[src/rtl/bt_pkg.sv]
package bt_pkg;
  localparam int XLEN       = 32;
  localparam int IW         = 32;
  localparam int LONG_W     = 24;
  localparam int SHORT_W    = 14;
  localparam int DISP_LSB   = 2;
  localparam int AA_IDX     = 1;
  localparam int LK_IDX     = 0;
  localparam int NOCOND_IDX = 25;
  localparam int NOCTR_IDX  = 23;
  localparam int SEQ_STEP   = 4;

  typedef enum logic [1:0] {
    TM_LONG  = 2'd0,
    TM_SHORT = 2'd1,
    TM_LINK  = 2'd2,
    TM_COUNT = 2'd3
  } tgt_mode_e;

  typedef struct packed {
    logic [XLEN-1:0] target;
    logic [XLEN-1:0] next;
    logic [XLEN-1:0] link;
    logic            taken;
    logic            lr_we;
  } bt_result_t;
endpackage

[src/rtl/bt_disp_ext.sv]
module bt_disp_ext #(
  parameter int IN_W    = 32,
  parameter int FIELD_W = 24,
  parameter int LSB     = 2,
  parameter int OUT_W   = 32
) (
  input  logic [IN_W-1:0]  instr,
  output logic [OUT_W-1:0] ext,
  output logic             negative
);
  localparam int MSB   = LSB + FIELD_W - 1;
  localparam int PAD_W = OUT_W - FIELD_W - 2;

  logic [FIELD_W-1:0] field;

  assign field    = instr[MSB:LSB];
  assign negative = field[FIELD_W-1];

  generate
    if (PAD_W > 0) begin : g_pad
      assign ext = {{PAD_W{field[FIELD_W-1]}}, field, 2'b00};
    end else begin : g_nopad
      assign ext = {field[OUT_W-3:0], 2'b00};
    end
  endgenerate
endmodule

[src/rtl/bt_target_sel.sv]
module bt_target_sel
  import bt_pkg::*;
#(
  parameter int W = XLEN
) (
  input  tgt_mode_e       mode,
  input  logic            absolute,
  input  logic [W-1:0]    ext_long,
  input  logic [W-1:0]    ext_short,
  input  logic [W-1:0]    cia,
  input  logic [W-1:0]    lr,
  input  logic [W-1:0]    ctr,
  output logic [W-1:0]    target
);
  logic [W-1:0] disp;
  logic [W-1:0] imm_tgt;
  logic [W-1:0] reg_src;

  always_comb begin
    disp    = (mode == TM_LONG) ? ext_long : ext_short;
    imm_tgt = absolute ? disp : (cia + disp);
    reg_src = (mode == TM_LINK) ? lr : ctr;
    if (mode == TM_LONG || mode == TM_SHORT) target = imm_tgt;
    else target = {reg_src[W-1:2], 2'b00};
  end
endmodule

[src/rtl/bt_predict.sv]
module bt_predict
  import bt_pkg::*;
(
  input  tgt_mode_e mode,
  input  logic      no_cond,
  input  logic      no_ctr,
  input  logic      short_neg,
  output logic      taken
);
  logic always_br;

  always_comb begin
    always_br = no_cond & no_ctr;
    unique case (mode)
      TM_LONG:  taken = 1'b1;
      TM_SHORT: taken = always_br | short_neg;
      default:  taken = always_br;
    endcase
  end
endmodule

[src/rtl/bt_out_stage.sv]
module bt_out_stage
  import bt_pkg::*;
(
  input  logic       clk,
  input  logic       rst_n,
  input  logic       in_valid,
  output logic       in_ready,
  input  bt_result_t in_data,
  output logic       out_valid,
  input  logic       out_ready,
  output bt_result_t out_data
);
  assign in_ready = !out_valid || out_ready;

  always_ff @(posedge clk) begin
    if (!rst_n) begin
      out_valid <= 1'b0;
      out_data  <= '0;
    end else if (in_ready) begin
      out_valid <= in_valid;
      if (in_valid) out_data <= in_data;
    end
  end

  AST_HOLD_VALID: assert property (@(posedge clk) disable iff (!rst_n)
    out_valid && !out_ready |=> out_valid);
  AST_HOLD_DATA: assert property (@(posedge clk) disable iff (!rst_n)
    out_valid && !out_ready |=> $stable(out_data));
  AST_NEXT_NT: assert property (@(posedge clk) disable iff (!rst_n)
    out_valid && !out_data.taken |-> out_data.next == out_data.link);
  AST_NEXT_T: assert property (@(posedge clk) disable iff (!rst_n)
    out_valid && out_data.taken |-> out_data.next == out_data.target);
endmodule

[src/rtl/bt_unit.sv]
module bt_unit
  import bt_pkg::*;
#(
  parameter int W = XLEN
) (
  input  logic         clk,
  input  logic         rst_n,
  input  logic         in_valid,
  output logic         in_ready,
  input  logic [IW-1:0] in_instr,
  input  logic [W-1:0] in_cia,
  input  logic [W-1:0] in_lr,
  input  logic [W-1:0] in_ctr,
  input  logic [1:0]   in_mode,
  output logic         out_valid,
  input  logic         out_ready,
  output logic [W-1:0] out_target,
  output logic [W-1:0] out_next,
  output logic [W-1:0] out_link,
  output logic         out_taken,
  output logic         out_lr_we
);
  tgt_mode_e  mode;
  logic [W-1:0] ext_long, ext_short, target, seq;
  logic       long_neg, short_neg, taken;
  bt_result_t res_d, res_q;

  assign mode = tgt_mode_e'(in_mode);
  assign seq  = in_cia + W'(SEQ_STEP);

  bt_disp_ext #(.IN_W(IW), .FIELD_W(LONG_W), .LSB(DISP_LSB), .OUT_W(W)) i_ext_long (
    .instr(in_instr), .ext(ext_long), .negative(long_neg));

  bt_disp_ext #(.IN_W(IW), .FIELD_W(SHORT_W), .LSB(DISP_LSB), .OUT_W(W)) i_ext_short (
    .instr(in_instr), .ext(ext_short), .negative(short_neg));

  bt_target_sel #(.W(W)) i_tsel (
    .mode(mode), .absolute(in_instr[AA_IDX]), .ext_long(ext_long), .ext_short(ext_short),
    .cia(in_cia), .lr(in_lr), .ctr(in_ctr), .target(target));

  bt_predict i_pred (
    .mode(mode), .no_cond(in_instr[NOCOND_IDX]), .no_ctr(in_instr[NOCTR_IDX]),
    .short_neg(short_neg), .taken(taken));

  always_comb begin
    res_d.target = target;
    res_d.link   = seq;
    res_d.taken  = taken;
    res_d.next   = taken ? target : seq;
    res_d.lr_we  = in_instr[LK_IDX];
  end

  bt_out_stage i_out (
    .clk(clk), .rst_n(rst_n), .in_valid(in_valid), .in_ready(in_ready), .in_data(res_d),
    .out_valid(out_valid), .out_ready(out_ready), .out_data(res_q));

  assign out_target = res_q.target;
  assign out_next   = res_q.next;
  assign out_link   = res_q.link;
  assign out_taken  = res_q.taken;
  assign out_lr_we  = res_q.lr_we;

  logic in_fire;
  assign in_fire = in_valid && in_ready;

  AST_LINK_SEQ: assert property (@(posedge clk) disable iff (!rst_n)
    in_fire |=> out_valid && out_link == W'($past(in_cia) + W'(SEQ_STEP)));
  AST_LINK_WE: assert property (@(posedge clk) disable iff (!rst_n)
    in_fire |=> out_lr_we == $past(in_instr[LK_IDX]));
  AST_LONG_TAKEN: assert property (@(posedge clk) disable iff (!rst_n)
    in_fire && in_mode == TM_LONG |=> out_taken);
  AST_REG_ALIGN: assert property (@(posedge clk) disable iff (!rst_n)
    in_fire && in_mode[1] |=> out_target[1:0] == 2'b00);
  AST_READY_RULE: assert property (@(posedge clk) disable iff (!rst_n)
    !out_valid |-> in_ready);
endmodule

[config.mk]
export PLATFORM = sky130hd
export DESIGN_NAME = bt_unit
export DESIGN_NICKNAME = d
export VERILOG_FILES = /design/src/rtl/bt_pkg.sv /design/src/rtl/bt_disp_ext.sv /design/src/rtl/bt_target_sel.sv /design/src/rtl/bt_predict.sv /design/src/rtl/bt_out_stage.sv /design/src/rtl/bt_unit.sv
export SDC_FILE = /design/constraint.sdc
export NUM_CORES = 1
export LEC_CHECK = 0
export BUFFER_PORTS_ARGS = -buffer_cell sky130_fd_sc_hd__buf_2
export CORE_ASPECT_RATIO = 1.5
export CORE_MARGIN = 5
export CORE_UTILIZATION = 50
export CTS_CLUSTER_DIAMETER = 120
export DETAILED_ROUTE_END_ITERATION = 12
export PLACE_DENSITY = 0.77
export SLEW_MARGIN = 10
export SYNTH_ARGS = -nofsm -noshare
export SYNTH_HDL_FRONTEND = slang
export SYNTH_HIERARCHICAL = 1
export SYNTH_SLANG_ARGS = --single-unit
[constraint.sdc]
create_clock -name clk -period 6 [get_ports clk]
set_input_delay 0.6 -clock clk [delete_from_list [all_inputs] [get_ports clk]]
set_output_delay 0.6 -clock clk [all_outputs]
set_load 0.005 [all_outputs]
# == Word-level counts from Yosys, hierarchy flattened ==
# Cells that the tools add are included.
# word_totals
regBits,99
inputBits,134
word_cells,23
# op_classes
add_sub_neg,2
eq_ne,2
n_mux,6
bitwise_logic,2
n_reduce_logical,5
# ops
op,count
2-to-1 mux 32 bit,5
adder 32 x 3 -> 32 bit (second input constant),1
adder 32 bit,1
equality test 2 x 1 -> 1 bit (second input constant),1
equality test 2 bit (second input constant),1
logical NOT 2 bit,1
logical OR 1 bit,2
one-hot mux 1 bit (2 select lines),1
AND reduction 2 bit,1
AND 1 bit,1
logical NOT 1 bit,1
OR 1 bit,1

# == Depth between registers and ports, before layout ==
# logic_depth
depth_word,6
mapped_depth,18
depth_no_buf,16

# == Modules after synthesis ==
# Netlist, hierarchy kept.
# by_module_without_submodules
module,n_inst,cells_per_inst,area_per_inst_um2,seq_area_each_um2
bt_out_stage,1,430,3897.5,1981.9
bt_target_sel,1,431,3144.3,0.0
bt_unit,1,170,1104.8,0.0
bt_disp_ext,2,34,251.5,0.0
bt_predict,1,3,15.0,0.0

# == Least setup slack after synthesis ==
# OpenSTA, ideal clock, no wires.
# synth_timing
path_type,input port to flip-flop
startpoint,input in_mode[0]
endpoint,register i_out/out_data[65] (netlist name)
setup_time_ns,0.120
arrival_ns,4.063
t_required_ns,5.880
path_slack_ns,1.817
stages,17
n_path_buf,3
path_cell_list,clkbuf_1 nor2_1 clkbuf_1 mux2_2 ha_1 buf_2 nand3_1 or4_4 nor4_4 a21o_1 a211oi_1 o211a_1 nor4_1 o21ai_1 a221o_1 nand2_1 mux2i_1
# synth_lines
item,line_no,text
from (decl),bt_unit.sv:14,"input logic [1:0] in_mode,"
to (signal assigned),bt_out_stage.sv:21,if (in_valid) out_data <= in_data;
to (decl),bt_out_stage.sv:11,output bt_result_t out_data

==> reports/metrics.cfg <==
[final_layout]
final_util = 0.5578
regArea_um2 = 1982
multi_input_area_um2 = 5826
final_nets = 1380
nFillCells = 1661
synthToLayoutAreaGrowth_pct = 10.83
diodes = 0
stdcell_count = 1428
final_layout_size_suffix_gt1_frac = 0.2642

[place]
gp_congestion = 0.9276
dp_hpwl_um = 21690
dp_cells = 1412
portBuffers = 223

[critical_path]
cp_max_fo = 31
crit_required_ns = 6.20
cp_top_family = compound AO/OA/AOI/OAI gates
cp_common_cell = o21bai_2
cp-end-kind = flip-flop
crit_slowest_cell = a2111oi_0
path_cells = buf_2 -> nor2_2 -> buf_4 -> mux2_2 -> ha_1 -> a21o_1 -> a221oi_2 -> o21bai_2 -> o21bai_2 -> a311oi_1 -> a2111oi_0 -> o22ai_1 -> nor2_1 -> a31oi_1 -> nand2_1 -> mux2i_1
crit_buf_inv = 2
slowest_delay_ns = 0.73
rrSetupSlack_ns = 3.67
worst_setup_path_start_kind = primary input
r2r-end = i_out/out_data[8]$_SDFFE_PN0P_
critPathArrivalTime_ns = 4.61
timing.rr.start = i_out/out_valid$_SDFFE_PN0P_
worstSetupPathType = in -> reg
ff2ff_path_depth = 4

[cts]
cts_root_buf = clkbuf_16
cts_tree = done
post_cts_buffers = 0
cts_buffer_depth = 2
cts.sinks = 99
clkLatencyLatePin_ns = 0.35
ctsHoldBuffers = 0
numCtsBuffers = 9
htreeDepth = 3
cts.clk_slew.worst_paths_ns = 0.06
cts-resized-gates = 0

[detailed_routing]
routed_via_density = 5.732
vias = 8185
ant_nets = 0
drt_iter0_drc = 484
wire_per_inst_um = 19.46
finalWirelength_um = 27790
top_layer_used = met5
drtPass1Iterations = 6
drt-met1-wl_um = 10340
wl_met3_um = 1820
drc = 0
met2WireLength_um = 13860

[timing]
skew_ns = 0.006153
fin_setup_tns_ns = 0
post-route-min-period_ns = 4.404
slew_viol_final = 0
hold_viol = 0
hold-worst-slack_ns = 0.4535
rsz0062_at_grt = false
slew_headroom = 0.2418
clock.fmax_ghz = 0.2270
finalCritPeriodShare = 0.7341
tightestPinTransition_ns = 1.130
setup_viol = 0

[floorplanning]
die_x_um = 117.4
ios = 234
coreArea_um2 = 17200
initial_core_util = 0.5033
die_area_um2 = 20100
num_rows = 59
die_h_um = 171.2

[min_path]
hp-class = reg -> reg
min_to = i_out/out_data[28]$_SDFFE_PN0P_
hold-path-cell-count = 2
hold_start = i_out/out_data[28]$_SDFFE_PN0P_

[grt]
overflow = 0
grt_pass1_vias = 7973
grt_max_degree = 117
grt_pass1_wl_um = 42500
grt_usage = 0.2651
antenna_found_initial = 1

[pwr]
ir_worst_vdd_mv = 0.1943
p_per_area_nw_per_um2 = 213.3
power_leakage_nw = 4.518

[yosys]
syn-cell-area_um2 = 8657
yosysWarnings = 6
avgSynthCellArea_um2 = 7.863
syn_inst = 1101

[run]
drv_cap = 0

[status]
status = completed

[placed cells by master (no fill, tap or decap), types with 13 or more instances in the layout]
| cell type | count |
|---|---|
| nand3_1 | 15 |
| xnor2_1 | 26 |
| nor4_1 | 13 |
| mux2_2 | 55 |
| a21oi_1 | 50 |
| xor2_1 | 18 |
| nor2_1 | 54 |
| o21ai_0 | 14 |
| o21ai_1 | 14 |
| mux2i_1 | 127 |
| ha_1 | 35 |
| nand2_1 | 254 |
| dfxtp_1 | 99 |
| inv_1 | 15 |
| a21o_1 | 14 |
| buf_2 | 222 |
| nand4_1 | 18 |
[flip-flops by register name, indices dropped and copies added (netlist names)]
name and flops:
i_out/out_valid 1, i_out/out_data 98
[layer usage]
metal | track usage | vias up
met4 | 0.1580 | 2
li1 | - | 4043
met5 | 0 | -
met2 | 0.4766 | 312
met1 | 0.2825 | 3742
met3 | 0.05919 | 86
[metrics by stage]
step                      power, mW  setup WS [ns]  cell area [um2]
final                         2.047          1.596             9594
after global routing          2.162          1.324             9594
after floorplan               1.266          1.817             8665
after detailed placement      1.483          1.333             9305
after global placement        1.472          1.369             9305
after CTS                     2.050          1.680             9594
[power by group]
part | switching (mW) | leakage, nW | total (mW) | internal (mW)
Sequential | 0.0305 | 0.816 | 0.744 | 0.714
Combinational | 0.427 | 3.56 | 0.734 | 0.307
Clock | 0.261 | 0.141 | 0.568 | 0.307
Total | 0.719 | 4.52 | 2.05 | 1.33
[worst max-delay path by stage]
| stage | slack [ns] | to | startpoint | cells after the start |
|---|---|---|---|---|
| 4_1_cts | 1.68 | i_out/out_data[60]$_SDFFE_PN0P_ | in_mode[0] | 16 |
| 5_1_grt | 1.32 | i_out/out_data[62]$_SDFFE_PN0P_ | in_mode[0] | 17 |
| 6_report | 1.60 | i_out/out_data[60]$_SDFFE_PN0P_ | in_mode[0] | 16 |
| 2_1_floorplan | 1.82 | i_out/out_data[65]$_SDFFE_PN0P_ | in_mode[0] | 17 |
| 3_5_place_dp | 1.33 | i_out/out_data[60]$_SDFFE_PN0P_ | in_mode[0] | 16 |
| 3_3_place_gp | 1.37 | i_out/out_data[60]$_SDFFE_PN0P_ | in_mode[0] | 16 |
[worst register-to-register path, stage by stage (launching register included)]
cell	delay [ns]
dfxtp_1	0.33
nand2b_4	0.07
and2_4	0.78
buf_4	0.77
mux2i_1	0.31
[cell type report]
| class | instances | share of cell area |
|---|---|---|
| Multi-Input combinational cell | 854 | 0.6072 |
| Sequential cell | 99 | 0.2066 |
| Timing Repair Buffer | 230 | 0.1221 |
| Clock buffer | 12 | 0.02673 |
| Clock inverter | 4 | 0.003391 |
| Inverter | 16 | 0.006260 |
| Tap cell | 213 | 0.02778 |
Power figures use the tool's default switching activity.
